File: config.mk
export PLATFORM = sky130hd
export DESIGN_NAME = sdcmd_engine
export DESIGN_NICKNAME = d
export VERILOG_FILES = /design/src/rtl/sdcmd_pkg.sv /design/src/rtl/sdcmd_tick_timer.sv /design/src/rtl/sdcmd_crc7_acc.sv /design/src/rtl/sdcmd_engine.sv
export SDC_FILE = /design/constraint.sdc
export NUM_CORES = 1
export LEC_CHECK = 0
export ABC_AREA = 1
export BUFFER_PORTS_ARGS = -buffer_cell sky130_fd_sc_hd__buf_4
export CORE_MARGIN = 2
export CORE_UTILIZATION = 50
export CTS_CLUSTER_DIAMETER = 200
export DETAILED_ROUTE_END_ITERATION = 8
export PLACE_DENSITY_LB_ADDON = 0.2
export SLEW_MARGIN = 40
export SYNTH_ARGS = -nofsm -noshare
export SYNTH_HDL_FRONTEND = slang
export SYNTH_HIERARCHICAL = 1
export SYNTH_SLANG_ARGS = --single-unit
File: constraint.sdc
create_clock -name clk -period 2.6 [get_ports clk]
set_input_delay 0.13 -clock clk [delete_from_list [all_inputs] [get_ports clk]]
set_output_delay 0.13 -clock clk [all_outputs]
set_load 0.02 [all_outputs]
File: src/rtl/sdcmd_pkg.sv
// Shared widths, state encoding and frame CRC for the SD command engine.
// Assumes a 48-bit short frame: 2 header bits, 6-bit index, 32-bit argument,
// 7-bit CRC and an end bit.
package sdcmd_pkg;

    localparam int IDX_W   = 6;
    localparam int ARG_W   = 32;
    localparam int CRC_W   = 7;
    localparam int HDR_W   = 2 + IDX_W + ARG_W;
    localparam int FRAME_W = HDR_W + CRC_W + 1;

    typedef enum logic [2:0] {
        ST_IDLE,
        ST_SEND,
        ST_WAIT_RSP,
        ST_RECV,
        ST_PEND,
        ST_WAIT_CPL
    } cmd_state_e;

    // CRC7 (x^7 + x^3 + 1, zero seed) over the frame header, MSB first.
    function automatic logic [CRC_W-1:0] crc7_hdr(input logic [HDR_W-1:0] d);
        logic [CRC_W-1:0] c;
        logic             fb;
        c = '0;
        for (int i = HDR_W - 1; i >= 0; i--) begin
            fb = d[i] ^ c[CRC_W-1];
            c  = {c[CRC_W-2:0], 1'b0};
            if (fb) c = c ^ 7'h09;
        end
        return c;
    endfunction

endpackage

File: src/rtl/sdcmd_tick_timer.sv
// Cycle counter that flags the last cycle of a LIMIT-cycle window.
// Assumes LIMIT >= 2; clr has priority over en.
module sdcmd_tick_timer #(
    parameter int LIMIT = 64
) (
    input  logic clk,
    input  logic rst_n,
    input  logic clr,
    input  logic en,
    output logic last
);
    localparam int W = (LIMIT < 2) ? 1 : $clog2(LIMIT);

    logic [W-1:0] cnt;

    // Count enabled cycles, restarting whenever cleared.
    always_ff @(posedge clk) begin
        if (!rst_n)   cnt <= '0;
        else if (clr) cnt <= '0;
        else if (en)  cnt <= cnt + 1'b1;
    end

    assign last = en && (cnt == W'(LIMIT - 1));
endmodule

File: src/rtl/sdcmd_crc7_acc.sv
// Serial CRC7 accumulator for received bits, MSB first.
// Assumes the caller clears it before a frame and enables it per data bit.
module sdcmd_crc7_acc
    import sdcmd_pkg::*;
(
    input  logic             clk,
    input  logic             rst_n,
    input  logic             clr,
    input  logic             en,
    input  logic             bit_in,
    output logic [CRC_W-1:0] crc
);
    logic fb;

    assign fb = bit_in ^ crc[CRC_W-1];

    // Fold one incoming bit into the running remainder.
    always_ff @(posedge clk) begin
        if (!rst_n)   crc <= '0;
        else if (clr) crc <= '0;
        else if (en)  crc <= {crc[CRC_W-2:0], 1'b0} ^ (fb ? 7'h09 : 7'h00);
    end
endmodule

File: src/rtl/sdcmd_engine.sv
// Command-path engine: serializes commands, receives short responses,
// acknowledges suspends and runs the CE-ATA completion handshake.
// Assumes one bit per clk and cmd_in already synchronous to clk.
module sdcmd_engine
    import sdcmd_pkg::*;
#(
    parameter int RSP_WAIT   = 64,
    parameter int PEND_GAP   = 8,
    parameter int DIS_PRESET = 43
) (
    input  logic             clk,
    input  logic             rst_n,
    input  logic             cmd_start,
    input  logic [IDX_W-1:0] cmd_index,
    input  logic [ARG_W-1:0] cmd_arg,
    input  logic             want_rsp,
    input  logic             is_suspend,
    input  logic             cpl_enable,
    input  logic             no_intr,
    input  logic             ata_cmd,
    input  logic             cpl_irq_en,
    input  logic             cmd_in,
    output logic             cmd_out,
    output logic             cmd_oe,
    output logic             busy,
    output logic             rsp_valid,
    output logic [IDX_W-1:0] rsp_index,
    output logic [ARG_W-1:0] rsp_arg,
    output logic             susp_ack,
    output logic             flag_timeout,
    output logic             flag_crc_fail,
    output logic             ata_done,
    output logic             irq
);
    localparam int CNT_W    = $clog2(FRAME_W + 1);
    localparam int RX_W     = FRAME_W - 1;
    localparam int DIS_LEN  = FRAME_W - DIS_PRESET;
    localparam int IDX_HI   = RX_W - 2;
    localparam int IDX_LO   = IDX_HI - IDX_W + 1;
    localparam int ARG_HI   = IDX_LO - 1;
    localparam int ARG_LO   = ARG_HI - ARG_W + 1;
    localparam logic [CNT_W-1:0] LAST_BIT = CNT_W'(FRAME_W - 1);
    localparam logic [CNT_W-1:0] CRC_END  = CNT_W'(HDR_W);
    localparam logic [FRAME_W-1:0] DIS_FRAME =
        {{(DIS_LEN - 1){1'b0}}, 1'b1, {DIS_PRESET{1'b0}}};

    cmd_state_e         state;
    logic [FRAME_W-1:0] shreg;
    logic [CNT_W-1:0]   bitcnt;
    logic [RX_W-2:0]    rx_sh;
    logic [RX_W-1:0]    rx_full;
    logic [IDX_W-1:0]   l_idx;
    logic               l_rsp, l_susp, l_cplen, l_noint, l_ata;
    logic               in_dis;
    logic               rsp_last, pend_last;
    logic [CRC_W-1:0]   rx_crc;
    logic               rx_ok;
    logic [FRAME_W-1:0] tx_frame;

    // Build the outgoing frame with its CRC from the request inputs.
    always_comb begin
        tx_frame = {1'b0, 1'b1, cmd_index, cmd_arg,
                    crc7_hdr({2'b01, cmd_index, cmd_arg}), 1'b1};
    end

    // Received bits 1..47, the newest taken straight from the line.
    assign rx_full = {rx_sh, cmd_in};

    // Response is well formed: CRC, transmission bit and end bit agree.
    assign rx_ok = (rx_crc == rx_full[CRC_W:1]) && rx_full[0] && !rx_full[RX_W-1];

    sdcmd_tick_timer #(.LIMIT(RSP_WAIT)) u_rsp_timer (
        .clk  (clk),
        .rst_n(rst_n),
        .clr  (state != ST_WAIT_RSP),
        .en   (state == ST_WAIT_RSP),
        .last (rsp_last)
    );

    sdcmd_tick_timer #(.LIMIT(PEND_GAP)) u_pend_timer (
        .clk  (clk),
        .rst_n(rst_n),
        .clr  (state != ST_PEND),
        .en   (state == ST_PEND),
        .last (pend_last)
    );

    sdcmd_crc7_acc u_rx_crc (
        .clk   (clk),
        .rst_n (rst_n),
        .clr   (state == ST_WAIT_RSP),
        .en    ((state == ST_RECV) && (bitcnt < CRC_END)),
        .bit_in(cmd_in),
        .crc   (rx_crc)
    );

    // Line drive and status views of the current state.
    assign cmd_oe  = (state == ST_SEND);
    assign cmd_out = cmd_oe ? shreg[FRAME_W-1] : 1'b1;
    assign busy    = (state != ST_IDLE);
    assign irq     = ata_done && cpl_irq_en;

    // Sequence the command, response and completion phases.
    always_ff @(posedge clk) begin
        if (!rst_n) begin
            state         <= ST_IDLE;
            shreg         <= '0;
            bitcnt        <= '0;
            rx_sh         <= '0;
            l_idx         <= '0;
            l_rsp         <= 1'b0;
            l_susp        <= 1'b0;
            l_cplen       <= 1'b0;
            l_noint       <= 1'b0;
            l_ata         <= 1'b0;
            in_dis        <= 1'b0;
            rsp_valid     <= 1'b0;
            susp_ack      <= 1'b0;
            rsp_index     <= '0;
            rsp_arg       <= '0;
            flag_timeout  <= 1'b0;
            flag_crc_fail <= 1'b0;
            ata_done      <= 1'b0;
        end else begin
            rsp_valid <= 1'b0;
            susp_ack  <= 1'b0;
            unique case (state)
                ST_IDLE: begin
                    if (cmd_start) begin
                        shreg         <= tx_frame;
                        bitcnt        <= '0;
                        l_idx         <= cmd_index;
                        l_rsp         <= want_rsp;
                        l_susp        <= is_suspend;
                        l_cplen       <= cpl_enable;
                        l_noint       <= no_intr;
                        l_ata         <= ata_cmd;
                        in_dis        <= 1'b0;
                        flag_timeout  <= 1'b0;
                        flag_crc_fail <= 1'b0;
                        ata_done      <= 1'b0;
                        state         <= ST_SEND;
                    end
                end
                ST_SEND: begin
                    shreg  <= {shreg[FRAME_W-2:0], 1'b1};
                    bitcnt <= bitcnt + 1'b1;
                    if (bitcnt == LAST_BIT)
                        state <= (l_rsp && !in_dis) ? ST_WAIT_RSP : ST_IDLE;
                end
                ST_WAIT_RSP: begin
                    if (!cmd_in) begin
                        bitcnt <= CNT_W'(1);
                        state  <= ST_RECV;
                    end else if (rsp_last) begin
                        flag_timeout <= 1'b1;
                        state        <= ST_IDLE;
                    end
                end
                ST_RECV: begin
                    rx_sh <= rx_full[RX_W-2:0];
                    if (bitcnt == LAST_BIT) begin
                        rsp_valid <= 1'b1;
                        rsp_index <= rx_full[IDX_HI:IDX_LO];
                        rsp_arg   <= rx_full[ARG_HI:ARG_LO];
                        if (!rx_ok) flag_crc_fail <= 1'b1;
                        susp_ack  <= l_susp && rx_ok && (rx_full[IDX_HI:IDX_LO] == l_idx);
                        if (l_ata && l_noint && l_cplen) begin
                            state <= ST_WAIT_CPL;
                        end else if (l_ata && l_noint) begin
                            shreg  <= DIS_FRAME;
                            bitcnt <= CNT_W'(DIS_PRESET);
                            in_dis <= 1'b1;
                            state  <= ST_PEND;
                        end else begin
                            state <= ST_IDLE;
                        end
                    end else begin
                        bitcnt <= bitcnt + 1'b1;
                    end
                end
                ST_PEND: begin
                    if (pend_last) state <= ST_SEND;
                end
                ST_WAIT_CPL: begin
                    if (!cmd_in) begin
                        ata_done <= 1'b1;
                        state    <= ST_IDLE;
                    end
                end
                default: state <= ST_IDLE;
            endcase
        end
    end
endmodule

# Word-level counts from Yosys, hierarchy flattened
# Index checks and enable logic that the tools add are counted.
word_totals:
  reg_bits: 174
  latchBits: 0
  mem_bits_rw: 0
  mem_bits_ro: 0
  input_bits: 48
  out_inout_bits: 47
  elab_cells: 238
  n_memories: 0
op_classes:
  n_addsub: 3
  multipliers: 0
  div: 0
  magnitude_cmp: 1
  eq_ne: 26
  shifts: 0
  muxes: 76
  bitwise: 77
  reduce_logical: 34
ops:
  columns: ["op", "n"]
  rows:
  - ["48-bit two-way mux", 4]
  - ["4-bit two-way mux", 39]
  - ["48-bit one-hot mux with 3 select lines", 1]
  - ["2-bit NOT", 37]
  - ["1-bit XOR", 35]
  - ["6-bit two-way mux", 5]
  - ["3-bit two-way mux", 9]
  - ["6-bit one-hot mux with 4 select lines", 1]
  - ["3-bit one-hot mux with 6 select lines", 1]
  - ["2-bit != test (second input constant)", 8]
  - ["5-bit AND reduction", 3]
  - ["6-bit by 1-bit adder with 6-bit output (second input constant)", 2]
  - ["6-bit == test (second input constant)", 2]
  - ["1-bit logical AND", 11]
  - ["1-bit two-way mux", 11]
  - ["3-bit == test (second input constant)", 3]
  - ["3-bit != test (second input constant)", 3]
  - ["1-bit one-hot mux with 2 select lines", 4]
  - ["4-bit AND reduction", 2]
  - ["7-bit == test", 1]
  - ["7-bit XOR", 1]
  - ["3-bit by 2-bit == test with 1-bit output (second input constant)", 2]
  - ["6-bit == test", 1]
  - ["6-bit < comparator (second input constant)", 1]
  - ["16 further kinds", 30]

# Depth between registers and ports, before layout
depth:
  ltp_word: 77
  mapped_depth: 27
  ltp_nobuf: 27

# Cells and area by module
# Netlist, hierarchy kept.
by_module_without_submodules:
  columns: ["mod", "instances", "cells_per_inst", "area_per_inst_um2", "seq_area_each_um2"]
  rows:
  - ["sdcmd_engine", 1, 1058, 7489.7, 3163.0]
  - ["sdcmd_crc7_acc", 1, 41, 331.6, 140.1]
  - ["sdcmd_tick_timer (u_rsp_timer)", 1, 38, 279.0, 120.1]
  - ["sdcmd_tick_timer (u_pend_timer)", 1, 21, 150.1, 60.1]

# Least setup slack after synthesis
# OpenSTA, ideal clock, no wires.
synth_timing:
  kind: "reg-to-reg"
  from: "register state[2]"
  to: "register state[1]"
  setup_time_ns: 0.124
  arrival_time_ns: 2.305
  t_required_ns: 2.476
  path_slack_ns: 0.171
  path_stages_with_launch: 12
  n_path_buf: 1
  period_less_slack_ns: 2.429
  path_cell_list: "dfxtp_1 > clkbuf_1 > nor3_1 > nand3_2 > nor2_2 > nand2_1 > nor2_1 > o22ai_1 > nor4_1 > inv_1 > o21ai_0 > a21oi_1"
synth_between:
  elab_chain_cells: 4
  word_cells_on_any_way: 16
  cone_classes: "eq/ne (11); mux (1); reduce/logical (4)"
synth_rtl:
  columns: ["element", "line_no", "rtl"]
  rows:
  - ["start, declared", "sdcmd_engine.sv:47", "cmd_state_e state;"]
  - ["start signal, assigned", "sdcmd_engine.sv:149", "state <= (l_rsp && !in_dis) ? ST_WAIT_RSP : ST_IDLE;"]
  - ["3-bit by 2-bit == test with 1-bit output", "sdcmd_engine.sv:76", ".en (state == ST_WAIT_RSP),"]
  - ["1-bit logical AND", "sdcmd_tick_timer.sv:23", "assign last = en && (cnt == W'(LIMIT - 1));"]
  - ["via rsp_last", "sdcmd_engine.sv:55", "logic rsp_last, pend_last;"]
  - ["3-bit != test (no source line)", null, null]
  - ["6-bit AND reduction (no source line)", null, null]
# The timed path passes the listed nets, and every way through them passes these cells.
# A chain may end at the register's enable or synchronous reset.

# Final worst setup path
layout_timing:
  from: "input cmd_arg[29]"
  to: "register shreg[4]"
layout_between:
  elab_chain_cells: 26
  word_cells_on_any_way: 59
  cone_classes: "mux (32); bitwise (27)"
layout_rtl:
  columns: ["element", "line_no", "rtl"]
  rows:
  - ["start, declared", "sdcmd_engine.sv:15", "input logic [ARG_W-1:0] cmd_arg,"]
  - ["1-bit XOR *", "sdcmd_pkg.sv:27", "fb = d[i] ^ c[CRC_W-1];"]
  - ["4-bit two-way mux *", "sdcmd_pkg.sv:29", "if (fb) c = c ^ 7'h09;"]
  - ["1-bit XOR / 4-bit two-way mux (equally long branches)", "sdcmd_pkg.sv:27, sdcmd_pkg.sv:29", null]
  - ["4-bit two-way mux", "sdcmd_pkg.sv:29", null]
  - ["1-bit XOR (tied with other cells)", "sdcmd_pkg.sv:27", null]
  - ["4-bit two-way mux", "sdcmd_pkg.sv:29", null]
  - ["1-bit XOR (tied with other cells)", "sdcmd_pkg.sv:27", null]
  - ["4-bit two-way mux", "sdcmd_pkg.sv:29", null]
  - ["(+10 left out)", null, null]
  - ["1-bit XOR (tied with other cells)", "sdcmd_pkg.sv:27", null]
  - ["4-bit two-way mux", "sdcmd_pkg.sv:29", null]
  - ["4-bit two-way mux (tied with other cells)", "sdcmd_pkg.sv:29", null]
  - ["4-bit two-way mux", "sdcmd_pkg.sv:29", null]
  - ["2-bit NOT (no source line) / 1-bit XOR (equally long branches)", null, null]
  - ["4-bit two-way mux *", "sdcmd_pkg.sv:29", null]
  - ["48-bit two-way mux *", "sdcmd_engine.sv:129", "if (cmd_start) begin"]
  - ["48-bit one-hot mux with 3 select lines *", "sdcmd_engine.sv:127", "unique case (state)"]
  - ["end signal, assigned", "sdcmd_engine.sv:130", "shreg <= tx_frame;"]
  - ["end signal, assigned", "sdcmd_engine.sv:146", "shreg <= {shreg[FRAME_W-2:0], 1'b1};"]
  - ["end, declared", "sdcmd_engine.sv:48", "logic [FRAME_W-1:0] shreg;"]
# Mark *: on every way between the ends. The rest lies on a longest branch, timed or not. The select of a mux whose other input is x is not followed.

==> flow_summary.yaml <==
logic_synthesis:
  synthFlopType: "dfxtp_1"
  synth-async-reset-ratio: 0
  yosysTopAreaCell: "dfxtp_1"
  avgSynthCellArea_sq_um: 7.12
  yosysWarnings: 6
  syn_area_sq_um: 8250
  yosys-top-cells-area: "dfxtp_1 42%, nand2_1 11%, o21ai_0 8.4%"
  synth_edf_count: 0
  syn-num-nets: 1210
  ys_seq_area_frac: 0.422
  synthDistinctLibCells: 43
  netlist.area_leader.share: 0.422
  ys_ff_latch: 174
  synth_cells: 1158
final_layout:
  stdcell_count: 1501
  nets: 1324
  syn_to_final_growth_pct: 26.9
  final_layout_size_suffix_gt1_frac: 0.240
  antennaDiodeCount: 0
  utilization: 0.654
clock_tree:
  cts_tree: "built"
  clk_pin_slew_ns: 0.08
  clock_sinks: 174
  root_buffer: "clkbuf_16"
  clockBufferDepth: 2
  cts_buffers: 17
  cts.htree.levels: 4
  clk_latency_ns: 0.43
grt:
  grt_antenna_before_repair: 0
  grt_pass1_wl_um: 33100
  overflow: 0
  track_usage: 0.226
  grt_max_degree: 109
  first_global_vias: 7144
power_and_ir_drop:
  ir_drop_mv: 0.656
  share_clk_of_total_power: 0.256
  pwr-share-comb: 0.401
  total_power_mw: 10.5
  switching_power_mw: 4.34
  power_frac_seq: 0.343
  switching_share: 0.414
  p_per_area_nw_per_um2: 1000
  leakage_nw: 4.64
  p_int_mw: 6.14
sta:
  fin_crit_ns: 2.45
  tightest_slew_ns: 0.624
  setup_violations: 0
  final_hold_viol_count: 0
  finalClockSkew_ns: 0.0101
  slew_headroom: 0.584
  maxSlewViolCount: 0
  tns_ns: 0
  timing.hold.ws_ns: 0.00300
  rsz0062_at_grt: "yes"
  fmax_ghz: 0.409
  period_share: 0.941
critical_path:
  cpMostUsedCell: "nand2_2"
  critPathSlowestCell: "dlygate4sd3_1"
  worst_path_largest_cell_delay_ns: 0.54
  path_depth: 25
  r2r_slack_ns: 0.21
  reg2reg_depth: 10
  cp-start-kind: "primary input"
  cp_max_fo: 4
  crit_family: "simple AND/OR/NAND/NOR gates"
  cp_num_buf_inv: 4
  endpoint_kind: "flop"
  crit_type: "in -> reg"
  crit_required_ns: 2.96
  critPathArrivalTime_ns: 2.81
run:
  cap_violations: 0
routing:
  wire_per_inst_um: 13.7
  vias: 8080
  first_iter_violations: 606
  drc: 0
  ant_nets: 0
  via_per_inst: 5.38
  dr.pass1.iters: 5
  drt-total-wl_um: 20600
floorplanning:
  coreArea_sq_um: 16000
  initial_core_util: 0.516
  num_rows: 46
  die_h_um: 132
  die_w_um: 132
  die_area_sq_um: 17500
  io_pins: 95
placement:
  gp_congestion: 0.888
  portBuffers: 94
  dp_hpwl_um: 13200
  dp_cells: 1428
min_path:
  min_path_cells: 3
  min_path_type: "in -> reg"
run_status:
  status: "finished clean"
[cell usage in the layout, fill, tap and decap left out, drive strengths merged]
cell type and instances:
nand2 273, a211oi 6, o2111ai 2, nor4 3, buf 111, clkinv 7, xnor2 3, dfxtp 174
o31ai 1, nand4 1, a2111oi 2, ha 4, inv 145, o221ai 1, nor3 7, dlygate4sd3 38
dlymetal6s4s 1, or2 1, a221oi 40, clkbuf 17, nor2 107, nand3 101, o211ai 1, xor2 6
a21oi 77, a31oi 2, o21ai 139, bufinv 1, o22ai 8, nand3b 6
[stage by stage]
step	instance area (sq um)	worst slack, ns
after detailed placement	9140	0.260
after global routing	10500	-0.0854
final	10500	0.154
after global placement	9140	0.283
after floorplan	8250	0.171
after CTS	10200	0.179
[routing by layer]
layer  vias up  global-route usage  routed length, um
li1       4086                   -                  -
met1      3757               0.301               9380
met2       216               0.382               9940
met3        21              0.0406               1030
met4         0              0.0544                218
met5         -                   0                  0
[sequential cells by signal, indices dropped and copies added, names as in the netlist, 3 cells and up]
name and cells:
u_rx_crc/crc 7, rsp_arg 32, rsp_index 6, bitcnt 6, rx_sh 46, u_pend_timer/cnt 3
u_rsp_timer/cnt 6, state 3, shreg 48, l_idx 6
[power by group through the flow]
stage / combinational, mW / sequential (mW) / clock, mW
after global routing: 4.71 / 3.65 / 2.83
after floorplan: 3.03 / 3.53 / 0
final: 4.21 / 3.59 / 2.68
after CTS: 4.01 / 3.57 / 2.71
after global placement: 3.86 / 3.62 / 0
after detailed placement: 3.94 / 3.63 / 0
[repair_timing]
action,CTS,global route
hold endpoints to repair,39,0
hold buffers,39,0
buffers inserted,0,2
gates resized for setup,0,93
setup endpoints to repair,0,25
[path summary, 6_finish.rpt]
path                                           startpoint                        end
worst max-delay path                          cmd_arg[29]      shreg[4]$_SDFFE_PN0P_
worst min register to register  flag_timeout$_SDFFE_PN0P_  flag_timeout$_SDFFE_PN0P_
worst min-delay path                           is_suspend        l_susp$_SDFFE_PN0P_
worst max register to register      state[0]$_SDFFE_PN0P_      shreg[0]$_SDFFE_PN0P_
[synthesized netlist by cell type (3+ instances only)]
master	instances
buf_1	4
o22ai_1	8
ha_1	4
nand2_1	234
nor3_1	6
nand2_2	35
buf_6	3
o21ai_0	138
nand3_2	8
nand3_1	93
buf_2	3
a21oi_1	73
nor2_1	100
inv_2	19
xor2_1	5
a211oi_2	4
a21oi_2	4
a221oi_1	40
xnor2_1	3
dfxtp_1	174
inv_1	117
nor2_2	6
nand2_4	4
nand3b_1	6
clkbuf_1	44
[worst min-delay path: cells and delay by family]
kind	cells	cell delay [ns]
AOI/OAI and AO/OA	2	0.18
buffers and inverters	1	0.08
[area by class of cell]
type,instances,area [sq um]
sequential,174,3480
fill,1426,5530
tap,216,270
inverter,138,523
timing repair buffer,150,1260
clock inverter,15,208
clock buffer,17,425
multi-input combinational,791,4300
[cell families after synthesis]
group / synth area share
xor+xnor: 0.0105
fa+ha+maj: 0.00607
buf+inv: 0.0917
simple gates: 0.272
flops: 0.422
compound gates: 0.198
(Power assumes the default switching activity.)
